`config.mk`:
```
export PLATFORM = sky130hd
export DESIGN_NAME = spi_client_addr
export DESIGN_NICKNAME = d
export VERILOG_FILES = /design/src/rtl/spi_client_pkg.sv /design/src/rtl/spi_pin_sync.sv /design/src/rtl/spi_shift_core.sv /design/src/rtl/spi_rx_filter.sv /design/src/rtl/spi_client_addr.sv
export SDC_FILE = /design/constraint.sdc
export NUM_CORES = 1
export LEC_CHECK = 0
export ABC_AREA = 1
export BUFFER_PORTS_ARGS = -buffer_cell sky130_fd_sc_hd__buf_4
export CAP_MARGIN = 20
export CORE_MARGIN = 1.5
export CORE_UTILIZATION = 24
export DETAILED_ROUTE_END_ITERATION = 6
export PLACE_DENSITY = 0.47
export SYNTH_ARGS = -nofsm -noshare
export SYNTH_HDL_FRONTEND = slang
export SYNTH_SLANG_ARGS = --single-unit
export TNS_END_PERCENT = 100
```
`constraint.sdc`:
```
create_clock -name clk -period 2.7 [get_ports clk]
set_clock_uncertainty 0.1 [all_clocks]
set_input_delay 0.54 -clock clk [delete_from_list [all_inputs] [get_ports clk]]
set_output_delay 0.54 -clock clk [all_outputs]
set_load 0.01 [all_outputs]
```
`src/rtl/spi_client_pkg.sv`:
```
package spi_client_pkg;
  localparam int unsigned BYTE_W  = 8;
  localparam int unsigned CNT_W   = $clog2(BYTE_W);
  localparam int unsigned FRAME_W = 4;
  localparam logic [FRAME_W-1:0] FRAME_ADDR = 4'h2;

  typedef logic [BYTE_W-1:0] byte_t;
  typedef logic [CNT_W-1:0]  cnt_t;

  // bit sent at position idx of a byte in the chosen order
  function automatic logic pick_bit(input byte_t d, input cnt_t idx, input logic lsb);
    return lsb ? d[idx] : d[cnt_t'(BYTE_W-1) - idx];
  endfunction

  // append one received bit in the chosen order
  function automatic byte_t shift_in(input byte_t d, input logic b, input logic lsb);
    return lsb ? {b, d[BYTE_W-1:1]} : {d[BYTE_W-2:0], b};
  endfunction

  // modes 0 and 3 sample on the rising edge
  function automatic logic samples_on_rise(input logic cpol, input logic cpha);
    return cpol == cpha;
  endfunction

  function automatic logic addr_hit(input byte_t rx, input byte_t a, input byte_t care);
    return ((rx ^ a) & care) == '0;
  endfunction

  function automatic logic is_addr_frame(input logic [FRAME_W-1:0] f);
    return f == FRAME_ADDR;
  endfunction
endpackage

```
`src/rtl/spi_pin_sync.sv`:
```
module spi_pin_sync #(
  parameter int unsigned STAGES = 2
) (
  input  logic clk,
  input  logic rst_n,
  input  logic sck,
  input  logic mosi,
  input  logic cs_n,
  output logic mosi_s,
  output logic sck_rise,
  output logic sck_fall,
  output logic sel_on,
  output logic sel_start
);
  localparam int unsigned NPINS = 3;
  localparam int unsigned CHAIN = STAGES * NPINS;

  logic [NPINS-1:0] raw;
  logic [NPINS-1:0] synced;
  logic [CHAIN-1:0] chain;
  logic             sck_prev;
  logic             sel_prev;

  assign raw = {sck, mosi, ~cs_n};

  if (STAGES > 1) begin : g_multi
    always_ff @(posedge clk or negedge rst_n) begin
      if (!rst_n) chain <= '0;
      else        chain <= {chain[CHAIN-NPINS-1:0], raw};
    end
  end else begin : g_single
    always_ff @(posedge clk or negedge rst_n) begin
      if (!rst_n) chain <= '0;
      else        chain <= raw;
    end
  end

  assign synced = chain[CHAIN-1 -: NPINS];

  always_ff @(posedge clk or negedge rst_n) begin
    if (!rst_n) begin
      sck_prev <= 1'b0;
      sel_prev <= 1'b0;
    end else begin
      sck_prev <= synced[2];
      sel_prev <= synced[0];
    end
  end

  assign mosi_s    = synced[1];
  assign sel_on    = synced[0];
  assign sel_start = synced[0] & ~sel_prev;
  assign sck_rise  = synced[2] & ~sck_prev;
  assign sck_fall  = ~synced[2] & sck_prev;
endmodule

```
`src/rtl/spi_shift_core.sv`:
```
module spi_shift_core
  import spi_client_pkg::*;
(
  input  logic  clk,
  input  logic  rst_n,
  input  logic  mosi_s,
  input  logic  sck_rise,
  input  logic  sck_fall,
  input  logic  sel_on,
  input  logic  sel_start,
  input  logic  cfg_cpol,
  input  logic  cfg_cpha,
  input  logic  cfg_lsb_first,
  input  byte_t tx_data,
  input  logic  tx_load,
  output logic  miso,
  output logic  sample_evt,
  output logic  change_evt,
  output logic  byte_done,
  output byte_t byte_val
);
  cnt_t  bit_cnt;
  byte_t rx_sh;
  byte_t tx_sh;
  byte_t hold;
  logic  hold_full;
  logic  miso_q;
  logic  on_rise;
  logic  last_bit;
  logic  consume;
  byte_t next_tx;

  assign on_rise    = samples_on_rise(cfg_cpol, cfg_cpha);
  assign sample_evt = sel_on & (on_rise ? sck_rise : sck_fall);
  assign change_evt = sel_on & (on_rise ? sck_fall : sck_rise);
  assign last_bit   = bit_cnt == cnt_t'(BYTE_W-1);
  assign byte_done  = sample_evt & last_bit;
  assign byte_val   = shift_in(rx_sh, mosi_s, cfg_lsb_first);
  assign consume    = sel_start | byte_done;
  assign next_tx    = hold_full ? hold : '1;

  always_ff @(posedge clk or negedge rst_n) begin
    if (!rst_n) begin
      bit_cnt <= '0;
      rx_sh   <= '0;
    end else if (!sel_on) begin
      bit_cnt <= '0;
      rx_sh   <= '0;
    end else if (sample_evt) begin
      rx_sh   <= byte_val;
      bit_cnt <= last_bit ? '0 : bit_cnt + cnt_t'(1);
    end
  end

  always_ff @(posedge clk or negedge rst_n) begin
    if (!rst_n) begin
      hold      <= '0;
      hold_full <= 1'b0;
      tx_sh     <= '1;
    end else begin
      if (consume) tx_sh <= next_tx;
      if (tx_load) begin
        hold      <= tx_data;
        hold_full <= 1'b1;
      end else if (consume) begin
        hold_full <= 1'b0;
      end
    end
  end

  always_ff @(posedge clk or negedge rst_n) begin
    if (!rst_n)          miso_q <= 1'b1;
    else if (sel_start)  miso_q <= pick_bit(next_tx, '0, cfg_lsb_first);
    else if (change_evt) miso_q <= pick_bit(tx_sh, bit_cnt, cfg_lsb_first);
  end

  assign miso = sel_on ? miso_q : 1'b1;
endmodule

```
`src/rtl/spi_rx_filter.sv`:
```
module spi_rx_filter
  import spi_client_pkg::*;
(
  input  logic               clk,
  input  logic               rst_n,
  input  logic               sel_on,
  input  logic               byte_done,
  input  byte_t              byte_val,
  input  logic [FRAME_W-1:0] cfg_frame,
  input  byte_t              cfg_addr,
  input  byte_t              cfg_addr_care,
  input  logic               cfg_ovf_immediate,
  input  logic               rx_read,
  input  logic               ovf_clear,
  output byte_t              rx_data,
  output logic               rx_valid,
  output logic               rx_strobe,
  output logic               addr_match,
  output logic               ovf_status,
  output logic               ovf_evt
);
  logic addr_mode;
  logic first_pending;
  logic addr_phase;
  logic accept;
  logic store;
  logic lost_pending;
  logic ovf_set;

  assign addr_mode  = is_addr_frame(cfg_frame);
  assign addr_phase = addr_mode & first_pending;
  assign accept     = byte_done & ~addr_phase & (~addr_mode | addr_match);
  assign ovf_evt    = accept & rx_valid & ~rx_read;
  assign store      = accept & ~ovf_evt;
  assign ovf_set    = (ovf_evt & cfg_ovf_immediate) | (rx_read & lost_pending);

  always_ff @(posedge clk or negedge rst_n) begin
    if (!rst_n) begin
      first_pending <= 1'b1;
      addr_match    <= 1'b0;
    end else if (!sel_on) begin
      first_pending <= 1'b1;
      addr_match    <= 1'b0;
    end else if (byte_done && addr_phase) begin
      first_pending <= 1'b0;
      addr_match    <= addr_hit(byte_val, cfg_addr, cfg_addr_care);
    end
  end

  always_ff @(posedge clk or negedge rst_n) begin
    if (!rst_n) begin
      rx_data   <= '0;
      rx_valid  <= 1'b0;
      rx_strobe <= 1'b0;
    end else begin
      rx_strobe <= store;
      if (store) begin
        rx_data  <= byte_val;
        rx_valid <= 1'b1;
      end else if (rx_read) begin
        rx_valid <= 1'b0;
      end
    end
  end

  always_ff @(posedge clk or negedge rst_n) begin
    if (!rst_n) begin
      lost_pending <= 1'b0;
      ovf_status   <= 1'b0;
    end else begin
      if (ovf_evt && !cfg_ovf_immediate) lost_pending <= 1'b1;
      else if (rx_read)                  lost_pending <= 1'b0;
      if (ovf_set)        ovf_status <= 1'b1;
      else if (ovf_clear) ovf_status <= 1'b0;
    end
  end
endmodule

```
`src/rtl/spi_client_addr.sv`:
```
module spi_client_addr
  import spi_client_pkg::*;
#(
  parameter int unsigned SYNC_STAGES = 2
) (
  input  logic               clk,
  input  logic               rst_n,
  input  logic               sck,
  input  logic               cs_n,
  input  logic               mosi,
  output logic               miso,
  input  logic               cfg_cpol,
  input  logic               cfg_cpha,
  input  logic               cfg_lsb_first,
  input  logic [FRAME_W-1:0] cfg_frame,
  input  logic [BYTE_W-1:0]  cfg_addr,
  input  logic [BYTE_W-1:0]  cfg_addr_care,
  input  logic               cfg_ovf_immediate,
  input  logic [BYTE_W-1:0]  tx_data,
  input  logic               tx_load,
  input  logic               rx_read,
  input  logic               ovf_clear,
  output logic [BYTE_W-1:0]  rx_data,
  output logic               rx_valid,
  output logic               rx_strobe,
  output logic               addr_match,
  output logic               ovf_status
);
  // named internal events, observed by the bound checker
  logic  mosi_s;
  logic  sck_rise;
  logic  sck_fall;
  logic  sel_on;
  logic  sel_start;
  logic  sample_evt;
  logic  change_evt;
  logic  byte_done;
  byte_t byte_val;
  logic  ovf_evt;

  spi_pin_sync #(.STAGES(SYNC_STAGES)) u_sync (
    .clk       (clk),
    .rst_n     (rst_n),
    .sck       (sck),
    .mosi      (mosi),
    .cs_n      (cs_n),
    .mosi_s    (mosi_s),
    .sck_rise  (sck_rise),
    .sck_fall  (sck_fall),
    .sel_on    (sel_on),
    .sel_start (sel_start)
  );

  spi_shift_core u_core (
    .clk           (clk),
    .rst_n         (rst_n),
    .mosi_s        (mosi_s),
    .sck_rise      (sck_rise),
    .sck_fall      (sck_fall),
    .sel_on        (sel_on),
    .sel_start     (sel_start),
    .cfg_cpol      (cfg_cpol),
    .cfg_cpha      (cfg_cpha),
    .cfg_lsb_first (cfg_lsb_first),
    .tx_data       (tx_data),
    .tx_load       (tx_load),
    .miso          (miso),
    .sample_evt    (sample_evt),
    .change_evt    (change_evt),
    .byte_done     (byte_done),
    .byte_val      (byte_val)
  );

  spi_rx_filter u_filt (
    .clk               (clk),
    .rst_n             (rst_n),
    .sel_on            (sel_on),
    .byte_done         (byte_done),
    .byte_val          (byte_val),
    .cfg_frame         (cfg_frame),
    .cfg_addr          (cfg_addr),
    .cfg_addr_care     (cfg_addr_care),
    .cfg_ovf_immediate (cfg_ovf_immediate),
    .rx_read           (rx_read),
    .ovf_clear         (ovf_clear),
    .rx_data           (rx_data),
    .rx_valid          (rx_valid),
    .rx_strobe         (rx_strobe),
    .addr_match        (addr_match),
    .ovf_status        (ovf_status),
    .ovf_evt           (ovf_evt)
  );
endmodule

```
* Word-level counts from Yosys, hierarchy flattened
Cells that the tools add are included.
Cells by class: add/sub/neg operators 2, order comparisons 2, equal/unequal tests 5, mux-type cells 29, bitwise gates (word level) 27, reduce and logical (&&, ||, !) cells 9
Operators by type and width (number):
- $mux 8 | 4
- $mux 1 | 20
- $and 1x1->1 | 14
- $reduce_bool 2->1 | 5
- $mux 3 | 3
- $and 8x8->8 | 1
- $logic_not 8->1 | 1
- $lt 3x4->1 const B | 2
- $not 1->1 | 8
- $xor 8x8->8 | 1
- $bmux 1 s3 | 2
- $eq 4x2->1 const B | 1
- $ne 2x1->1 const B | 2
- $add 3x1->3 const B | 1
- $eq 3x3->1 const B | 1
- $or 1x1->1 | 3
- $sub 3x3->3 const A | 1
- $logic_and 1x1->1 | 2
- $eq 1x1->1 | 1
- $logic_not 1->1 | 1
Storage, ports and cells: register bits 51, logic and storage cells 90

* Depth between registers and ports, before layout
depth after elaboration 12, depth in mapped cells 11

* Modules after synthesis
From an unflattened synthesis, not the netlist that was laid out.
Second synthesis, totals: cells, all modules 319, area total of the unflattened synthesis 2578.7 um^2
By module, submodules not included:
- spi_shift_core | times used 1, cells an instance 200, area an instance 1556.5 um^2
- spi_rx_filter | times used 1, cells an instance 104, area an instance 795.8 um^2
- spi_pin_sync | times used 1, cells an instance 15, area an instance 226.5 um^2

* Least setup slack after synthesis
No wires, ideal clock.
path type in2reg, start in cfg_cpol, end reg u_filt.rx_data[1], library setup time 0.074 ns, arrival time 1.501 ns, data required time 2.526 ns, setup slack 1.025 ns, cell stages on the path 11, path buffers 2, cell sequence inv_1 > nand2_1 > nand2_1 > nand2_1 > nand2_2 > nand2_2 > buf_6 > nor2_8 > nand3_4 > buf_6 > o21ai_2
Between the ends: word-level cells in the longest chain between the ends 10
RTL lines:
- start, declared | line spi_client_addr.sv:12 | input logic cfg_cpol,
- $eq 1x1->1 * | line spi_client_pkg.sv:22 | return cpol == cpha;
- $mux 1 * | line spi_shift_core.sv:34 | assign sample_evt = sel_on & (on_rise ? sck_rise : sck_fall);
- $and 1x1->1 * | line spi_shift_core.sv:34
- $and 1x1->1 * | line spi_shift_core.sv:37 | assign byte_done = sample_evt & last_bit;
- $and 1x1->1 * (2 in series) | line spi_rx_filter.sv:32 | assign accept = byte_done & ~addr_phase & (~addr_mode | addr_match);
- $and 1x1->1 (2 in series) | line spi_rx_filter.sv:33 | assign ovf_evt = accept & rx_valid & ~rx_read;
- $not 1->1 | line spi_rx_filter.sv:34 | assign store = accept & ~ovf_evt;
- $and 1x1->1 * | line spi_rx_filter.sv:34
- end signal, assigned | line spi_rx_filter.sv:58 | rx_data <= byte_val;
- end, declared | line spi_rx_filter.sv:15 | output byte_t rx_data,
Mark *: on every way between the ends. The rest lies on a longest branch, timed or not. A chain may end at the register's enable or synchronous reset.

* Worst setup path after layout
start reg u_core.bit_cnt[0], end reg u_core.tx_sh[2]
Between the ends: word-level cells in the longest chain between the ends 3
RTL lines:
- start, declared | line spi_shift_core.sv:22 | cnt_t bit_cnt;
- start signal, assigned | line spi_shift_core.sv:51 | bit_cnt <= last_bit ? '0 : bit_cnt + cnt_t'(1);
- $eq 3x3->1 | line spi_shift_core.sv:36 | assign last_bit = bit_cnt == cnt_t'(BYTE_W-1);
- $and 1x1->1 | line spi_shift_core.sv:37
- $or 1x1->1 | line spi_shift_core.sv:39 | assign consume = sel_start | byte_done;
- end signal, assigned | line spi_shift_core.sv:61 | if (consume) tx_sh <= next_tx;
- end, declared | line spi_shift_core.sv:24 | byte_t tx_sh;
Every way passes these cells.

==> impl_metrics.json <==
{
  "status": "finished, final reports clean",
  "startpoint": "u_core.bit_cnt[0]$_DFFE_PN0P_",
  "rsz0062_at_grt": "no",
  "max_cap_viol_count": 0,
  "cts-resized-gates": 0,
  "cts_hold_buf": 0,
  "wl_per_cell_microns": 11.11,
  "critPathMaxFanout": 17,
  "p_leak_nw": 1.626,
  "ys_types": 23,
  "firstDrtPassIters": 6,
  "yosys_warnings": 0,
  "first_iter_violations": 117,
  "clock_latency_ps": 300,
  "synth_top_area_cell": "dfrtp_1",
  "fmax_ghz": 0.5309,
  "setup_viol": 0,
  "clk_path_buf_depth": 2,
  "finalMaxSlewViolations": 0,
  "reg2reg_from": "u_core.bit_cnt[0]$_DFFE_PN0P_",
  "die_h_microns": 105.6,
  "cp.required_ps": 2830,
  "place_congestion": 0.8051,
  "cts_setup_buffers": 0,
  "start_util_pct": 24.57,
  "irDropWorstVdd_mv": 0.1747,
  "place_hpwl_microns": 4236,
  "ctsRootBufferMaster": "clkbuf_8",
  "via_per_inst": 4.248,
  "grt_pass1_vias": 2091,
  "cts_sinks": 51,
  "netlist_instances": 318,
  "grt_pass1_wl_microns": 9722,
  "path_cells": "ha_1, ha_1, inv_1, o21ai_1, buf_4, o21ai_0, o21ai_0",
  "dieArea_sq_um": 11150,
  "slowest_stage": "dfrtp_1",
  "avgSynthCellArea_sq_um": 7.940,
  "ys_ff_latch": 51,
  "post-route-period-util_pct": 69.77,
  "boundaryPins": 53,
  "coreArea_sq_um": 10280,
  "portBuffers": 52,
  "reg2reg_depth": 7,
  "min_path_type": "in2async",
  "slew_headroom_pct": 55.85,
  "cp-end-kind": "flip-flop",
  "critical_path_class": "reg2reg",
  "dr_total_vias": 2158,
  "grt_max_degree": 52,
  "die_x_microns": 105.6,
  "antenna_found_initial": 0,
  "hold_viol": 0,
  "fp-row-count": 37,
  "fin_nets": 413,
  "setup_tns_ps": 0,
  "drive_gt1_share_pct": 22.31,
  "crit_path_start_kind": "flip-flop",
  "drc_errors": 0,
  "final_cells": 508,
  "wl_microns": 5644,
  "cts_tree": "done",
  "n_antenna_cell": 0,
  "cts_max_level": 2,
  "detail-route-antenna-nets": 0,
  "yosysTopAreaCellShare_pct": 40.63,
  "area_growth_pct": 24.13,
  "fillerInstances": 1128,
  "tightest_slew_ps": 662.3,
  "track_usage_pct": 10.72,
  "gr-total-overflow": 0,
  "critPathArrivalTime_ps": 2010,
  "power_density_nw_per_um2": 489.6,
  "finalCriticalPeriod_ps": 1884,
  "clkTransAtPathRegs_ps": 100,
  "synthesis.nets": 360,
  "netlist_area_sq_um": 2525,
  "placed_cells": 500,
  "max_stage_delay_ps": 510,
  "numCtsBuffers": 5,
  "synth.area.top_cells": "dfrtp_1 41%, nand2_1 16%, dfstp_2 10%, inv_1 7.1%, nand3_1 6.3%",
  "ys_seq_area_share_pct": 51.04,
  "report.power.total_mw": 1.535
}
-- worst max-delay path, delay by kind of cell, from the launching register on --
kind / cells / cell delay, ps
AO/OA/AOI/OAI: 3 / 340
buffers and inverters: 2 / 390
adder cells (fa/ha/maj): 2 / 470
flip-flops: 1 / 510
-- state kept, by name (all words and copies together) (netlist names), 3 cells and up --
| signal | count |
|---|---|
| u_core.hold | 8 |
| u_sync.chain | 6 |
| u_core.bit_cnt | 3 |
| u_filt.rx_data | 8 |
| u_core.tx_sh | 8 |
| u_core.rx_sh | 8 |
-- cells in the mapped netlist (all sizes together) --
cell type	count
a21oi	4
a22oi	1
buf	6
clkbuf	2
clkinv	2
dfrtp	41
dfstp	10
ha	2
inv	48
nand2	109
nand3	33
nand3b	2
nand4	3
nor2	14
o21ai	32
o22ai	9
-- path summary, 6_finish.rpt --
check                                               to  slack (ps)
setup / recovery           u_core.tx_sh[2]$_DFFE_PN1P_         820
hold / removal              u_filt.rx_strobe$_DFF_PN0_         130
setup reg to reg           u_core.tx_sh[2]$_DFFE_PN1P_         820
hold reg to reg              u_sync.chain[3]$_DFF_PN0_         250
max in group asynchronous  u_core.rx_sh[0]$_DFFE_PN0P_        1890
min in group clk             u_sync.chain[2]$_DFF_PN0_         240
-- layer usage --
layer	up-vias	part of all wire, %	track usage (%)
met2	48	47	17.55
met4	0	0.69	2.992
met3	5	4.0	1.855
met1	992	48	14.60
met5	-	0	0
li1	1113	-	-
-- power by group --
part	internal, mW	switching [mW]	leakage, nW
Sequential	0.825	0.0202	0.639
Clock	0.187	0.263	0.0418
Combinational	0.0966	0.143	0.945
-- cells by family (layout without fill, tap and decap cells) --
kind of cell | after synthesis | in the layout | share of synthesized area, %
AO/OA/AOI/OAI | 46 | 46 | 10.85
adder cells (fa/ha/maj) | 2 | 2 | 0.9909
AND/OR/NAND/NOR | 161 | 161 | 27.50
buffers and inverters | 58 | 112 | 9.613
flip-flops | 51 | 51 | 51.04
-- per-stage QoR --
stage	setup WS [ps]	hold slack [ps]	util [%]	area (sq um)
finish	816.3	131.0	30.50	3134
floorplan	1025	144.4	-	2525
global placement	656.9	234.4	29.63	3045
CTS	817.6	173.6	30.50	3134
global route	639.8	199.8	30.50	3134
detailed placement	590.3	235.8	29.63	3045
-- area by class of cell --
| class | instances | area (sq um) | area share (%) |
|---|---|---|---|
| Clock buffer | 6 | 72.57 | 2.315 |
| Clock inverter | 2 | 16.27 | 0.5190 |
| Inverter | 50 | 187.7 | 5.988 |
| Multi-Input combinational cell | 209 | 993.5 | 31.70 |
| Sequential cell | 51 | 1289 | 41.12 |
| Tap cell | 136 | 170.2 | 5.429 |
| Timing Repair Buffer | 54 | 405.4 | 12.93 |
-- cell usage in the layout (no fill, tap or decap) --
cell / Yosys / layout
inv_1: 48 / 48
nand3_4: 1 / 1
nor2_8: 1 / 1
nand3b_1: 2 / 2
nand3_1: 32 / 32
nor2_1: 13 / 13
buf_4: 0 / 54
nand2_1: 107 / 107
a21oi_1: 4 / 4
o21ai_2: 8 / 8
dfstp_2: 10 / 10
a22oi_1: 1 / 1
inv_6: 0 / 1
clkbuf_1: 2 / 1
ha_1: 2 / 2
clkbuf_8: 0 / 5
clkinvlp_4: 0 / 1
nand4_1: 3 / 3
o21ai_1: 1 / 1
dfrtp_1: 41 / 41
nand2_2: 2 / 2
clkinv_1: 2 / 2
o22ai_1: 9 / 9
o21ai_0: 23 / 23
Power figures use the tool's default switching activity.
